**src/rtl/cfgwin_pkg.sv**
```systemverilog
package cfgwin_pkg;

    typedef enum logic [1:0] {
        ST_IDLE   = 2'd0,
        ST_ISSUE  = 2'd1,
        ST_REJECT = 2'd2
    } win_state_e;

endpackage

```
**src/rtl/cfgwin_regs.sv**
```systemverilog
module cfgwin_regs #(
    parameter int REG_W    = 32,
    parameter int BASE_W   = 16,
    parameter int BASE_LSB = 8,
    parameter int EN_BIT   = 31,
    parameter int TGT_W    = 5,
    parameter int TGT_LSB  = 20
) (
    input  logic              clk,
    input  logic              rst_n,
    input  logic              wr,
    input  logic              sel,
    input  logic [REG_W-1:0]  wdata,
    output logic [REG_W-1:0]  rdata,
    output logic [BASE_W-1:0] base,
    output logic              en,
    output logic [TGT_W-1:0]  tgt
);
    logic [BASE_W-1:0] base_q;
    logic              en_q;
    logic [TGT_W-1:0]  tgt_q;

    always_ff @(posedge clk) begin
        if (!rst_n) begin
            base_q <= '0;
            en_q   <= 1'b0;
            tgt_q  <= '0;
        end else if (wr) begin
            if (!sel) begin
                base_q <= wdata[BASE_LSB +: BASE_W];
            end else begin
                en_q  <= wdata[EN_BIT];
                tgt_q <= wdata[TGT_LSB +: TGT_W];
            end
        end
    end

    always_comb begin
        rdata = '0;
        if (!sel) begin
            rdata[BASE_LSB +: BASE_W] = base_q;
        end else begin
            rdata[EN_BIT]             = en_q;
            rdata[TGT_LSB +: TGT_W]   = tgt_q;
        end
    end

    assign base = base_q;
    assign en   = en_q;
    assign tgt  = tgt_q;
endmodule

```
**src/rtl/cfgwin_tgt_check.sv**
```systemverilog
module cfgwin_tgt_check #(
    parameter int TGT_W = 5
) (
    input  logic [TGT_W-1:0] tgt,
    output logic             ok
);
    localparam int N_LEGAL = 8;
    localparam logic [4:0] LEGAL [N_LEGAL] = '{
        5'b00000, 5'b00001, 5'b00010, 5'b00100,
        5'b01011, 5'b01100, 5'b01111, 5'b10110
    };

    logic [N_LEGAL-1:0] hit;

    for (genvar g = 0; g < N_LEGAL; g++) begin : g_cmp
        assign hit[g] = (tgt == TGT_W'(LEGAL[g]));
    end

    assign ok = |hit;
endmodule

```
**src/rtl/cfgwin_fsm.sv**
```systemverilog
module cfgwin_fsm
    import cfgwin_pkg::*;
(
    input  logic       clk,
    input  logic       rst_n,
    input  logic       req_valid,
    input  logic       accept,
    output logic       load,
    output logic       out_valid,
    output logic       out_error,
    output win_state_e state
);
    win_state_e state_q, state_d;

    always_comb begin
        state_d = ST_IDLE;
        unique case (state_q)
            ST_IDLE, ST_ISSUE, ST_REJECT: begin
                if (req_valid) begin
                    state_d = accept ? ST_ISSUE : ST_REJECT;
                end
            end
            default: state_d = ST_IDLE;
        endcase
    end

    always_ff @(posedge clk) begin
        if (!rst_n) state_q <= ST_IDLE;
        else        state_q <= state_d;
    end

    always_comb begin
        out_valid = 1'b0;
        out_error = 1'b0;
        unique case (state_q)
            ST_IDLE:   ;
            ST_ISSUE:  out_valid = 1'b1;
            ST_REJECT: out_error = 1'b1;
            default:   ;
        endcase
    end

    assign load  = req_valid && accept;
    assign state = state_q;
endmodule

```
**src/rtl/cfgwin_mapper.sv**
```systemverilog
module cfgwin_mapper #(
    parameter int REG_W  = 32,
    parameter int BASE_W = 16,
    parameter int OFS_W  = 20,
    parameter int TGT_W  = 5,
    parameter int DATA_W = 32
) (
    input  logic                    clk,
    input  logic                    rst_n,
    input  logic                    reg_wr,
    input  logic                    reg_sel,
    input  logic [REG_W-1:0]        reg_wdata,
    output logic [REG_W-1:0]        reg_rdata,
    input  logic                    req_valid,
    input  logic [OFS_W-1:0]        req_offset,
    input  logic [DATA_W-1:0]       req_data,
    output logic                    out_valid,
    output logic [BASE_W+OFS_W-1:0] out_addr,
    output logic [TGT_W-1:0]        out_target,
    output logic [DATA_W-1:0]       out_data,
    output logic                    out_error
);
    import cfgwin_pkg::*;

    localparam int ADDR_W   = BASE_W + OFS_W;
    localparam int BASE_LSB = 8;
    localparam int EN_BIT   = REG_W - 1;
    localparam int TGT_LSB  = REG_W - 12;

    logic [BASE_W-1:0] base_w;
    logic              en_w;
    logic [TGT_W-1:0]  tgt_w;
    logic              tgt_ok_w;
    logic              load_w;
    win_state_e        state_w;

    logic [ADDR_W-1:0] addr_q;
    logic [TGT_W-1:0]  tgt_q;
    logic [DATA_W-1:0] data_q;

    cfgwin_regs #(
        .REG_W(REG_W), .BASE_W(BASE_W), .BASE_LSB(BASE_LSB),
        .EN_BIT(EN_BIT), .TGT_W(TGT_W), .TGT_LSB(TGT_LSB)
    ) regs_i (
        .clk(clk), .rst_n(rst_n), .wr(reg_wr), .sel(reg_sel),
        .wdata(reg_wdata), .rdata(reg_rdata),
        .base(base_w), .en(en_w), .tgt(tgt_w)
    );

    cfgwin_tgt_check #(.TGT_W(TGT_W)) tchk_i (
        .tgt(tgt_w), .ok(tgt_ok_w)
    );

    cfgwin_fsm fsm_i (
        .clk(clk), .rst_n(rst_n), .req_valid(req_valid),
        .accept(en_w && tgt_ok_w), .load(load_w),
        .out_valid(out_valid), .out_error(out_error), .state(state_w)
    );

    always_ff @(posedge clk) begin
        if (!rst_n) begin
            addr_q <= '0;
            tgt_q  <= '0;
            data_q <= '0;
        end else if (load_w) begin
            addr_q <= {base_w, req_offset};
            tgt_q  <= tgt_w;
            data_q <= req_data;
        end
    end

    assign out_addr   = addr_q;
    assign out_target = tgt_q;
    assign out_data   = data_q;
endmodule

```
**config.mk**
```make
export PLATFORM = sky130hd
export DESIGN_NAME = cfgwin_mapper
export DESIGN_NICKNAME = d
export VERILOG_FILES = /design/src/rtl/cfgwin_pkg.sv /design/src/rtl/cfgwin_regs.sv /design/src/rtl/cfgwin_tgt_check.sv /design/src/rtl/cfgwin_fsm.sv /design/src/rtl/cfgwin_mapper.sv
export SDC_FILE = /design/constraint.sdc
export NUM_CORES = 1
export LEC_CHECK = 0
export ABC_AREA = 1
export BUFFER_PORTS_ARGS = -buffer_cell sky130_fd_sc_hd__buf_2
export CORE_MARGIN = 2
export CORE_UTILIZATION = 40
export DETAILED_ROUTE_END_ITERATION = 10
export GPL_TIMING_DRIVEN = 0
export PLACE_DENSITY_LB_ADDON = 0.1
export RECOVER_POWER = 50
export REMOVE_ABC_BUFFERS = 1
export SYNTH_ARGS = -nofsm -noshare
export SYNTH_HDL_FRONTEND = slang
export SYNTH_SLANG_ARGS = --single-unit
```
**constraint.sdc**
```tcl
create_clock -name clk -period 2.6 [get_ports clk]
set_clock_uncertainty 0.05 [all_clocks]
set_input_delay 0 -clock clk [delete_from_list [all_inputs] [get_ports clk]]
set_output_delay 0 -clock clk [all_outputs]
set_load 0.05 [all_outputs]
```
==> impl_metrics.toml <==
[global_routing]
antenna_found_initial = 0
grt.total_usage_pct = 20.6
grt_first_pass_wirelength_um = 21800
grt_remaining_overflow = 0
grt_max_degree = 80
grt_pass1_vias = 4717

[timing]
worst_pin_slew_ns = 1.13
hold_violations = 0
grt_setup_unrepaired = "no"
slew_headroom_pct = 24.6
fmax_mhz = 460
fin_tns_setup_ns = 0
whs_ns = 0.0121
fin_crit_ns = 2.17
period_share_pct = 83.5
slew_viol_final = 0
setup_viol = 0

[synthesis]
yosys_warnings = 0
ys_ff_latch = 97
yosysTopAreaCell = "dfxtp_1"
yosysSeqAreaShare_pct = 39.7
synth_top_area_share_pct = 39.7
synthCells = 767
synth.area.top_cells = "dfxtp_1, inv_1, nand2_1"
netlist-cell-type-count = 18
syn-cell-area_um2 = 4890
synth_area_per_cell_um2 = 6.37

[run_status]
status = "completed"

[drt]
drc_errors = 0
drt_iter0_drc = 272
wl_um = 13600
routedWlPerCell_um = 12.1
antenna_left = 0
firstDrtPassIters = 4
vias = 5008
via_per_inst = 4.46

[floorplanning]
die_x_um = 115
rows = 40
die_h_um = 115
pin_count = 196
die_area_um2 = 13100
start_util_pct = 40.8
core_region_area_um2 = 12000

[setup_path]
cp.arrival_ns = 2.40
cp_slowest_cell = "nand3_4"
crit_path_end_kind = "register"
critPathLaunchType = "register"
worstSetupPathType = "reg2reg"
path_cells = "inv_1 -> nand3_1 -> nand2_1 -> nand2_1 -> nand2_8 -> nand3_4 -> nand2_1 -> inv_1 -> nor2_1"
required_ns = 2.83
crit_path_max_fanout = 77
critPathMaxStageDelay_ns = 0.51
crit_top_cell = "nand2_1"

[clock_tree]
cts_tree = "done"
clock-sinks = 97
cts_buffer_depth = 2
clock_latency_ns = 0.35
root_buffer = "clkbuf_16"
path_clk_slew_ns = 0.07
numCtsBuffers = 9
htree_levels = 3

[finish]
drive_gt1_share_pct = 9.85
antenna-diode-count = 0
fin_nets = 1059
area_delta_synth_final_pct = 34.2
final_cell_area_um2 = 6560
layoutNonFillerInstCount = 1122

[power]
switchingPower_uw = 1240
p_int_uw = 2640
pwr-share-comb_pct = 22.1
seqPwrFrac_pct = 42.0
p_leak_uw = 0.00331
clockPowerShare_pct = 35.9
switching_share_pct = 31.9
report.power.total_uw = 3870
peakVddDrop_uv = 299
power_density_nw_per_um2 = 590

[place]
place_inst = 1031
hpwlAfterDp_um = 7230
port_buffers = 167
gp_congestion = 0.736
placedInstanceArea_um2 = 5600

[flow_run]
cap_violations = 0

[hold_path]
min_path_type = "in2reg"
-- cells in the mapped netlist (all sizes together) --
master  count
conb        1
o211ai      1
dfxtp      97
buf        43
a21oi      24
nand4      73
nand3       4
inv       225
clkbuf     21
o21ai      26
nand2     162
nor2       90
-- path summary, 6_finish.rpt --
kind         cells after the start  slack, ns                    startpoint                           end
max                              9       0.43    regs_i.tgt[0]$_SDFFE_PN0P_     out_data[18]$_SDFFE_PN0P_
min                              3       0.01                         rst_n     out_data[23]$_SDFFE_PN0P_
max reg2reg                      9       0.43    regs_i.tgt[0]$_SDFFE_PN0P_     out_data[18]$_SDFFE_PN0P_
min reg2reg                      2       0.43  regs_i.base[13]$_SDFFE_PN0P_  regs_i.base[13]$_SDFFE_PN0P_
-- critical path, delay by kind of cell (launching register included) --
| kind | cells | cell delay, ns |
|---|---|---|
| simple gates | 7 | 1.50 |
| flops | 1 | 0.34 |
| buf+inv | 2 | 0.16 |
-- timing repair --
action                                 CTS  global route
pin swaps                                1             0
gates cloned                             1             0
gates resized for setup                  1             1
setup buffers                            0             0
hold buffers                            74             0
setup endpoints to repair               73            73
endpoints found under the hold margin   74             0
-- per-stage QoR --
stage          utilization (%)  setup slack [ns]
2_1_floorplan                -            -0.204
3_3_place_gp              46.4             -1.88
3_5_place_dp              46.8            -0.246
4_1_cts                   55.7             0.110
5_1_grt                   54.8             0.161
6_report                  54.8             0.428
-- registers in the layout, indices dropped and copies added (netlist names) --
register	flops
regs_i.en	1
regs_i.tgt	5
out_target	5
regs_i.base	16
out_data	32
fsm_i.state	2
out_addr	36
-- cell families (layout without fill, tap and decap cells) --
logic type,Yosys count,in the layout,share of synthesized area [%]
DFF,97,97,39.7
buffers and inverters,289,483,25.5
other,1,14,0.0768
AOI/OAI and AO/OA,51,51,5.28
and+or+nand+nor,329,330,29.4
-- metal layers --
| layer | vias to the layer above | share of wire (%) | GRT usage, % |
|---|---|---|---|
| met5 | - | 0 | 0 |
| met1 | 2219 | 45 | 23.8 |
| li1 | 2624 | - | - |
| met2 | 144 | 47 | 36.9 |
| met4 | 0 | 2.2 | 8.78 |
| met3 | 21 | 5.6 | 4.34 |
-- power groups by stage --
stage	clock network [µW]	registers, µW	logic (µW)
global route	1480	1630	939
global placement	0	1650	769
floorplan	0	1820	359
detailed placement	0	1650	777
finish	1390	1620	856
CTS	1430	1620	870
-- layout make-up --
class	count	area [µm²]
fill	1227	5400
sequential	97	1950
multi-input combinational	395	1780
timing repair buffer	242	1500
inverter	225	845
clock buffer	14	274
tap	147	184
clock inverter	2	35.0
-- cells in the final DEF (no fill, tap or decap), drive strengths merged --
cell,instances
a21oi,24
buf,77
bufinv,1
clkbuf,105
clkinv,1
conb,14
dfxtp,97
dlygate4sd3,74
inv,225
nand2,162
nand3,5
nand4,73
nor2,90
o211ai,1
o21ai,26
Power figures use the tool's default switching activity.
